`config.mk`:
```
export PLATFORM = sky130hd
export DESIGN_NAME = gpio_edge_banks
export DESIGN_NICKNAME = d
export VERILOG_FILES = /design/src/rtl/gpiob_pkg.sv /design/src/rtl/gpiob_sync.sv /design/src/rtl/gpiob_regset.sv /design/src/rtl/gpiob_irq.sv /design/src/rtl/gpio_edge_banks.sv
export SDC_FILE = /design/constraint.sdc
export NUM_CORES = 1
export LEC_CHECK = 0
export BUFFER_PORTS_ARGS = -buffer_cell sky130_fd_sc_hd__buf_2
export CAP_MARGIN = 10
export CORE_AREA = 3 3 246 248
export DETAILED_ROUTE_END_ITERATION = 10
export DIE_AREA = 0 0 249 251
export SLEW_MARGIN = 15
export SYNTH_ARGS = -nofsm -noshare
export SYNTH_HDL_FRONTEND = slang
export SYNTH_SLANG_ARGS = --single-unit
```
`constraint.sdc`:
```
create_clock -name clk -period 5.9 [get_ports clk]
set_input_delay 0.59 -clock clk [delete_from_list [all_inputs] [get_ports clk]]
set_output_delay 0.59 -clock clk [all_outputs]
set_load 0.01 [all_outputs]
```
`src/rtl/gpiob_pkg.sv`:
```
package gpiob_pkg;
  // Global register offsets and register-set placement
  localparam int BANKEN_OFF = 'h08;
  localparam int SET_FIRST  = 'h10;
  localparam int SET_SPAN   = 'h28;

  // Offsets within one register set
  localparam int OFF_DIR    = 'h00;
  localparam int OFF_OUT    = 'h04;
  localparam int OFF_OSET   = 'h08;
  localparam int OFF_OCLR   = 'h0C;
  localparam int OFF_IN     = 'h10;
  localparam int OFF_RSET   = 'h14;
  localparam int OFF_RCLR   = 'h18;
  localparam int OFF_FSET   = 'h1C;
  localparam int OFF_FCLR   = 'h20;
  localparam int OFF_STAT   = 'h24;

  function automatic int set_base(input int n);
    return SET_FIRST + SET_SPAN * n;
  endfunction
endpackage

```
`src/rtl/gpiob_sync.sv`:
```
module gpiob_sync #(
  parameter int W      = 32,
  parameter int STAGES = 2
) (
  input  logic         clk,
  input  logic         rst,
  input  logic [W-1:0] din,
  output logic [W-1:0] dout
);
  logic [W-1:0] stage_q [STAGES];

  always_ff @(posedge clk) begin
    if (rst) begin
      for (int i = 0; i < STAGES; i++) stage_q[i] <= '0;
    end else begin
      stage_q[0] <= din;
      for (int i = 1; i < STAGES; i++) stage_q[i] <= stage_q[i-1];
    end
  end

  assign dout = stage_q[STAGES-1];
endmodule

```
`src/rtl/gpiob_regset.sv`:
```
module gpiob_regset
  import gpiob_pkg::*;
#(
  parameter int SET_W       = 32,
  parameter int ADDR_W      = 8,
  parameter int BASE        = 'h10,
  parameter int SYNC_STAGES = 2
) (
  input  logic              clk,
  input  logic              rst,
  input  logic              wr_en,
  input  logic [ADDR_W-1:0] addr,
  input  logic [SET_W-1:0]  wdata,
  input  logic [SET_W-1:0]  pin_in,
  output logic [SET_W-1:0]  rdata,
  output logic [SET_W-1:0]  dir_o,
  output logic [SET_W-1:0]  out_o,
  output logic [SET_W-1:0]  stat_o
);
  logic              hit;
  logic [ADDR_W-1:0] off;
  logic [SET_W-1:0]  sync_v, prev_q;
  logic [SET_W-1:0]  dir_q, out_q, rise_q, fall_q, stat_q;
  logic [SET_W-1:0]  edge_hit, clr_mask;

  assign hit = ({1'b0, addr} >= (ADDR_W+1)'(BASE)) &&
               ({1'b0, addr} <  (ADDR_W+1)'(BASE + SET_SPAN));
  assign off = addr - ADDR_W'(BASE);

  function automatic logic wr_at(input int o);
    return wr_en && hit && (off == ADDR_W'(o));
  endfunction

  gpiob_sync #(.W(SET_W), .STAGES(SYNC_STAGES)) u_sync (
    .clk  (clk),
    .rst  (rst),
    .din  (pin_in),
    .dout (sync_v)
  );

  assign edge_hit = (sync_v & ~prev_q & rise_q) | (~sync_v & prev_q & fall_q);
  assign clr_mask = wr_at(OFF_STAT) ? wdata : '0;

  always_ff @(posedge clk) begin
    if (rst) begin
      prev_q <= '0;
      dir_q  <= '1;
      out_q  <= '0;
      rise_q <= '0;
      fall_q <= '0;
      stat_q <= '0;
    end else begin
      prev_q <= sync_v;
      if (wr_at(OFF_DIR))  dir_q  <= wdata;
      if (wr_at(OFF_OSET)) out_q  <= out_q | wdata;
      if (wr_at(OFF_OCLR)) out_q  <= out_q & ~wdata;
      if (wr_at(OFF_RSET)) rise_q <= rise_q | wdata;
      if (wr_at(OFF_RCLR)) rise_q <= rise_q & ~wdata;
      if (wr_at(OFF_FSET)) fall_q <= fall_q | wdata;
      if (wr_at(OFF_FCLR)) fall_q <= fall_q & ~wdata;
      // a fresh edge overrides a simultaneous clear
      stat_q <= (stat_q & ~clr_mask) | edge_hit;
    end
  end

  always_comb begin
    rdata = '0;
    if (hit) begin
      case (off)
        ADDR_W'(OFF_DIR):  rdata = dir_q;
        ADDR_W'(OFF_OUT),
        ADDR_W'(OFF_OSET),
        ADDR_W'(OFF_OCLR): rdata = out_q;
        ADDR_W'(OFF_IN):   rdata = sync_v;
        ADDR_W'(OFF_RSET),
        ADDR_W'(OFF_RCLR): rdata = rise_q;
        ADDR_W'(OFF_FSET),
        ADDR_W'(OFF_FCLR): rdata = fall_q;
        ADDR_W'(OFF_STAT): rdata = stat_q;
        default:           rdata = '0;
      endcase
    end
  end

  assign dir_o  = dir_q;
  assign out_o  = out_q;
  assign stat_o = stat_q;
endmodule

```
`src/rtl/gpiob_irq.sv`:
```
module gpiob_irq #(
  parameter int NUM_BANKS = 4,
  parameter int BANK_W    = 16
) (
  input  logic                        clk,
  input  logic                        rst,
  input  logic [NUM_BANKS*BANK_W-1:0] stat_all,
  input  logic [NUM_BANKS-1:0]        bank_en,
  output logic [NUM_BANKS-1:0]        irq
);
  for (genvar b = 0; b < NUM_BANKS; b++) begin : g_bank
    always_ff @(posedge clk) begin
      if (rst) irq[b] <= 1'b0;
      else     irq[b] <= bank_en[b] & (|stat_all[b*BANK_W +: BANK_W]);
    end
  end
endmodule

```
`src/rtl/gpio_edge_banks.sv`:
```
module gpio_edge_banks
  import gpiob_pkg::*;
#(
  parameter int NUM_SETS    = 2,
  parameter int SET_W       = 32,
  parameter int BANK_W      = 16,
  parameter int ADDR_W      = 8,
  parameter int SYNC_STAGES = 2
) (
  input  logic                         clk,
  input  logic                         rst,
  input  logic                         bus_wr,
  input  logic                         bus_rd,
  input  logic [ADDR_W-1:0]            bus_addr,
  input  logic [SET_W-1:0]             bus_wdata,
  output logic [SET_W-1:0]             bus_rdata,
  output logic                         bus_rvalid,
  input  logic [NUM_SETS*SET_W-1:0]    pin_in,
  output logic [NUM_SETS*SET_W-1:0]    pin_out,
  output logic [NUM_SETS*SET_W-1:0]    pin_oe,
  output logic [NUM_SETS*SET_W/BANK_W-1:0] irq
);
  localparam int NUM_PINS  = NUM_SETS * SET_W;
  localparam int NUM_BANKS = NUM_PINS / BANK_W;

  logic [SET_W-1:0]     set_rd [NUM_SETS];
  logic [NUM_PINS-1:0]  dir_all, stat_all;
  logic [NUM_BANKS-1:0] bank_en_q;
  logic                 banken_hit;
  logic [SET_W-1:0]     rd_mux;

  for (genvar n = 0; n < NUM_SETS; n++) begin : g_set
    gpiob_regset #(
      .SET_W       (SET_W),
      .ADDR_W      (ADDR_W),
      .BASE        (set_base(n)),
      .SYNC_STAGES (SYNC_STAGES)
    ) u_set (
      .clk    (clk),
      .rst    (rst),
      .wr_en  (bus_wr),
      .addr   (bus_addr),
      .wdata  (bus_wdata),
      .pin_in (pin_in[n*SET_W +: SET_W]),
      .rdata  (set_rd[n]),
      .dir_o  (dir_all[n*SET_W +: SET_W]),
      .out_o  (pin_out[n*SET_W +: SET_W]),
      .stat_o (stat_all[n*SET_W +: SET_W])
    );
  end

  assign pin_oe     = ~dir_all;
  assign banken_hit = (bus_addr == ADDR_W'(BANKEN_OFF));

  always_ff @(posedge clk) begin
    if (rst)                      bank_en_q <= '0;
    else if (bus_wr && banken_hit) bank_en_q <= bus_wdata[NUM_BANKS-1:0];
  end

  always_comb begin
    rd_mux = banken_hit ? SET_W'(bank_en_q) : '0;
    for (int n = 0; n < NUM_SETS; n++) rd_mux = rd_mux | set_rd[n];
  end

  always_ff @(posedge clk) begin
    if (rst) begin
      bus_rdata  <= '0;
      bus_rvalid <= 1'b0;
    end else begin
      bus_rvalid <= bus_rd;
      if (bus_rd) bus_rdata <= rd_mux;
    end
  end

  gpiob_irq #(.NUM_BANKS(NUM_BANKS), .BANK_W(BANK_W)) u_irq (
    .clk      (clk),
    .rst      (rst),
    .stat_all (stat_all),
    .bank_en  (bank_en_q),
    .irq      (irq)
  );
endmodule

```
==> impl_metrics.tcl, run 1 <==
set metrics [dict create \
    slew_viol_final 0 \
    cts-root-buf "clkbuf_16" \
    drt_iter0_drc 2326 \
    grt_overflow 0 \
    hp-class "input pin to flip-flop" \
    cts_tree "yes" \
    routedWlPerCell_um 26.43 \
    cts_sinks 553 \
    yosysUniqueCellTypes 66 \
    met1_length_um 36220 \
    synth_edf_count 0 \
    power_density_nw_per_um2 302.6 \
    die_x_um 249 \
    final_cells 3423 \
    drive_gt1_share_pct 17.69 \
    via_count 21475 \
    wl_met2_um 42710 \
    power.leakage_uw 0.009741 \
    rows 89 \
    mostFrequentLayoutCells "dfxtp_1 (553), buf_2 (271), nor2b_1 (195), nor2_1 (156), a211oi_1 (141)" \
    multi_input_area_sq_um 10810 \
    synth-seq-cells 553 \
    clkTransAtPathRegs_ns 0.06 \
    fin_tns_setup_ns 0 \
    dp_cells 3311 \
    crit_fanout 37 \
    final_common_cell "dfxtp_1" \
    syn_to_final_growth_pct 15.82 \
    r2r_start "g_set[1].u_set.stat_o[14]" \
    outcome "finished, final reports clean" \
    pin_count 273 \
    syn_avg_cell_area_sq_um 9.395 \
    cp-start-kind "input pin" \
    rsz0062_at_grt "false" \
    worstPathCellList "buf_2 > ha_1 > nand3_1 > a21oi_4 > buf_4 > a221oi_1 > a31oi_1" \
    fp.dieArea_sq_um 62500 \
    grt_max_degree 144 \
    async_flop_share_pct 0 \
    setup_viol 0 \
    skew_ns 0.02288 \
    seq_area_frac_synth_pct 47.48 \
    viasPerCell 6.274 \
    hpwl_um 60390 \
    fin_crit_sh_pct 61.74 \
    crit_path_end_kind "flip-flop" \
    antenna_left 0 \
    critical_path_required_ns 6.45 \
    wl_um 90470 \
    tightest_slew_ns 1.134 \
    first_pass_iters 8 \
    cts_buffers 60 \
    max_stage_delay_ns 0.95 \
    cts_buffer_depth 3 \
    start_util_pct 39.73 \
    htree_levels 2 \
    grt_pass1_wl_um 132800 \
    synthTopCellsByArea "dfxtp_1 (47%), nor2b_1 (5.3%), a211oi_1 (4.5%)" \
    grt_pass1_vias 20566 \
    yosys.area.top_type "dfxtp_1" \
    grt_usage_pct 27.68 \
    fin_util_pct 46.02 \
    slowest_stage "ha_1" \
    synth_flop_cell "dfxtp_1" \
    final-hold-violation-count 0 \
    post-cts-setup-buffer-count 0 \
    place_congestion 0.9106 \
    criticalPathCategory "input pin to flip-flop" \
    cp-startpoint "bus_addr[3]" \
    regArea_sq_um 11070 \
    routed.top_layer "met5" \
    post_cts_resized 0 \
    ir_drop_mv 0.2394 \
    hp-start "pin_in[60]" \
    core_area_sq_um 58690 \
    finalNetCount 2709 \
    maxSlewHeadroom_pct 24.23 \
    antenna_found_initial 6 \
    remaining_drc_errors 0 \
    cap_violations 0 \
    hold_ws_ns 0.1629 \
    io_buffer_count 272 \
    worstSkewPairLatency_ns 0.64 \
    period_needed_ns 3.643 \
    synth_area_sq_um 23320 \
    wl_met3_um 7530 \
    synth_top_area_share_pct 47.48 \
    fill_cells 5668 \
    syn-num-nets 2591 \
    max_freq_ghz 0.2745 \
    netlist_instances 2482 \
    die_y_um 251 \
    yosys_warnings 0 \
    cp.arrival_ns 4.19 \
    hold_buffers 0 \
]
final timing paths:
kind / endpoint / cells after the start / slack, ns
hold / removal: g_set[1].u_set.u_sync.stage_q[0][28] / 2 / 0.16
hold reg to reg: g_set[1].u_set.u_sync.stage_q[0][52] / 1 / 0.42
setup / recovery: bus_rdata[24] / 7 / 2.26
setup reg to reg: u_irq.irq[2] / 2 / 4.03
stage by stage:
step / area (sq um) / worst slack, ns / total power (uW)
3_5_place_dp: 25030 / 1.713 / 4454
3_3_place_gp: 25030 / 1.728 / 4448
6_report: 27010 / 2.257 / 8173
2_1_floorplan: 23320 / 3.325 / 4219
4_1_cts: 26990 / 2.335 / 8216
5_1_grt: 27000 / 2.092 / 8409
logic make-up after synthesis:
family | Yosys count | synth area share, %
mux | 57 | 2.447
compound gates | 805 | 26.46
simple gates | 677 | 16.70
xor+xnor | 5 | 0.2201
flops | 553 | 47.48
buf+inv | 384 | 6.638
fa+ha+maj | 1 | 0.05365
power by group:
part           leakage, uW  total (uW)  internal (uW)  switching (uW)
Sequential         0.00449        3840           3800            46.7
Clock             0.000958        3790           2200            1590
Combinational      0.00429         540            145             395
Total              0.00974        8170           6150            2030
synth_stat cells, types with 34 or more instances:
cell,instances
a21oi_1,119
inv_1,123
dfxtp_1,553
a41oi_1,36
o41ai_1,39
buf_2,42
nand3_1,39
a311oi_1,66
nand3b_1,128
a31oi_1,111
mux2i_1,57
a211oi_1,141
clkbuf_1,203
nor3_1,49
nor2_1,162
o21ai_0,34
a22o_1,48
nor2b_1,196
worst max-delay path: cells and delay by family:
family | cells | cell delay [ns]
buffers and inverters | 2 | 0.76
adders and majority gates | 1 | 0.95
and+or+nand+nor | 1 | 0.66
AOI/OAI and AO/OA | 3 | 1.20
cell type report:
class	count	area share (%)
Sequential cell	553	40.99
Multi-Input combinational cell	1545	40.02
Clock buffer	87	6.421
Timing Repair Buffer	317	6.421
Tap cell	773	3.581
Inverter	123	1.710
Clock inverter	20	0.8107
Antenna cell	5	0.04633
per-layer routing:
| metal | global-route usage (%) | vias up |
|---|---|---|
| li1 | - | 9560 |
| met1 | 34.98 | 10617 |
| met2 | 45.99 | 1095 |
| met3 | 5.587 | 201 |
| met4 | 12.14 | 2 |
| met5 | 0 | - |
Power figures use the tool's default switching activity.
==> run 2: changes to the inputs <==
Clock period 5.9 ns to 3.37 ns, I/O delays scaled along.
==> run 2 against run 1 <==
  * Clock-buffer cell count down 6
  * Global-route usage increased by 0.36 points
  * Register-to-register slack got worse by 2.4 ns
  * Die area is the same
  * Sequential power increased by 75%
  * Flip-flop and latch count is the same
  * Worst setup slack got worse by 1.4 ns
  * Critical endpoint is now g_set[1].u_set.stat_o[4]
  * Largest cell class unchanged
  * Largest power group is now clock
==> impl_metrics.tcl, run 2 (same netlist as run 1, synthesis figures left out) <==
set metrics [dict create \
    outcome "finished, final reports clean" \
    fill_cells 5638 \
    place_congestion 0.9606 \
    cts_sinks 553 \
    viasPerCell 6.186 \
    hp-class "input pin to flip-flop" \
    hpwl_um 63550 \
    fin_crit_sh_pct 73.64 \
    die_x_um 249 \
    via_count 21782 \
    maxSlewHeadroom_pct 32.97 \
    rsz0062_at_grt "false" \
    worstSkewPairLatency_ns 0.62 \
    cts_buffer_depth 3 \
    ir_drop_mv 0.3763 \
    max_stage_delay_ns 0.61 \
    final_common_cell "dfxtp_1" \
    antenna_found_initial 5 \
    r2r_cells 2 \
    io_buffer_count 272 \
    grt_pass1_vias 21328 \
    slowest_stage "o41ai_1" \
    fp.dieArea_sq_um 62500 \
    switching_power_uw 3507 \
    first_pass_iters 6 \
    p_int_uw 11120 \
    fin_tns_setup_ns 0 \
    core_area_sq_um 58690 \
    cts-root-buf "clkbuf_16" \
    pin_count 273 \
    cts_buffers 58 \
    critical_path_required_ns 3.80 \
    dp_cells 3349 \
    crit_cells 8 \
    die_y_um 251 \
    sw_frac_of_total_pct 23.97 \
    period_needed_ns 2.482 \
    final-hold-violation-count 0 \
    grt_usage_pct 28.04 \
    tightest_slew_ns 0.9963 \
    crit_fanout 32 \
    path_delay_family "compound AO/OA/AOI/OAI gates" \
    grt_max_degree 110 \
    cap_violations 0 \
    cp.arrival_ns 2.91 \
    setup_viol 0 \
    start_util_pct 39.73 \
    criticalPathCategory "input pin to flip-flop" \
    remaining_drc_errors 0 \
    power_frac_comb_pct 6.9 \
    fin_util_pct 47.89 \
    cts_tree "yes" \
    cp-start-kind "input pin" \
    grt_pass1_wl_um 135100 \
    syn_to_final_growth_pct 20.54 \
    wl_um 91350 \
    mostFrequentLayoutCells "dfxtp_1 (553), buf_2 (271), nor2b_1 (195), nor2_1 (156), a211oi_1 (141)" \
    clkTransAtPathRegs_ns 0.06 \
    skew_ns 0.02470 \
    slew_viol_final 0 \
    power_frac_seq_pct 46.0 \
    final_cells 3521 \
    cp_num_buf_inv 2 \
    finalNetCount 2809 \
    clkPwrFrac_pct 47.1 \
    crit_path_end_kind "flip-flop" \
    drive_gt1_share_pct 18.43 \
    antenna_left 0 \
    whs_path_depth 3 \
    power.leakage_uw 0.01027 \
    max_freq_ghz 0.4029 \
    drt_iter0_drc 2078 \
    routedWlPerCell_um 25.94 \
    power_density_nw_per_um2 520.6 \
    grt_overflow 0 \
    rows 89 \
    htree_levels 2 \
    worstPathCellList "buf_2 > ha_1 > xor2_1 > a22oi_2 > or2_2 > buf_4 > o41ai_1 > a31oi_1" \
]
run 2: final cells by class:
type                            instances  area (sq um)  share of cell area, %
Clock buffer                           81          1679                  5.974
Timing Repair Buffer                  419          2773                  9.865
Multi-Input combinational cell       1545         10790                  38.38
Sequential cell                       553         11070                  39.39
Tap cell                              773         967.2                  3.441
Clock inverter                         25         362.8                  1.291
Antenna cell                            2         5.005                0.01781
Inverter                              123         461.7                  1.643
run 2: per-stage QoR:
| step | total power [uW] | setup WS [ns] | hold slack [ns] | instance area, sq um |
|---|---|---|---|---|
| final | 14630 | 0.8882 | 0.1684 | 28110 |
| after CTS | 14710 | 0.9685 | 0.1296 | 28100 |
| after floorplan | 7386 | 1.048 | 0.4138 | 23320 |
| after global placement | 7799 | 0.3112 | 0.4296 | 25420 |
| after global routing | 15080 | 0.8653 | 0.1768 | 28100 |
| after detailed placement | 7809 | 0.3316 | 0.4239 | 25420 |
run 2: routing by layer:
layer  wire (um)  vias to the layer above  GRT usage (%)  share of wire, %
li1            -                     9747              -                 -
met1       35560                    10668          34.96                39
met2       44720                     1144          49.01                49
met3        7337                      221          3.849               8.0
met4        3722                        2          11.32               4.1
met5          11                        -              0             0.012
run 2: timing repair:
action	in CTS	in global routing
gates resized for setup	0	0
buffers inserted	0	0
endpoints found under the setup margin	0	0
hold buffers	64	0
hold endpoints to repair	64	0
run 2: final timing paths:
path	end	startpoint	slack (ns)
max	g_set[1].u_set.stat_o[4]	bus_addr[3]	0.89
min	flip-flop	bus_wdata[19]	0.17
max reg2reg	u_irq.irq[2]	g_set[1].u_set.stat_o[15]	1.62
min reg2reg	g_set[0].u_set.u_sync.stage_q[0][46]	g_set[0].u_set.u_sync.stage_q[0][14]	0.43
run 2: worst register-to-register path: stages, from the launching register on:
cell     delay, ns
dfxtp_1       0.36
nor4_1        0.86
a41oi_1       0.33
run 2: power by group through the flow:
stage / Clock (uW) / Combinational, uW / Sequential (uW)
after floorplan: 0 / 547 / 6840
after global placement: 0 / 926 / 6870
after detailed placement: 0 / 935 / 6870
after CTS: 6990 / 995 / 6730
after global routing: 7270 / 1070 / 6740
final: 6890 / 1010 / 6730
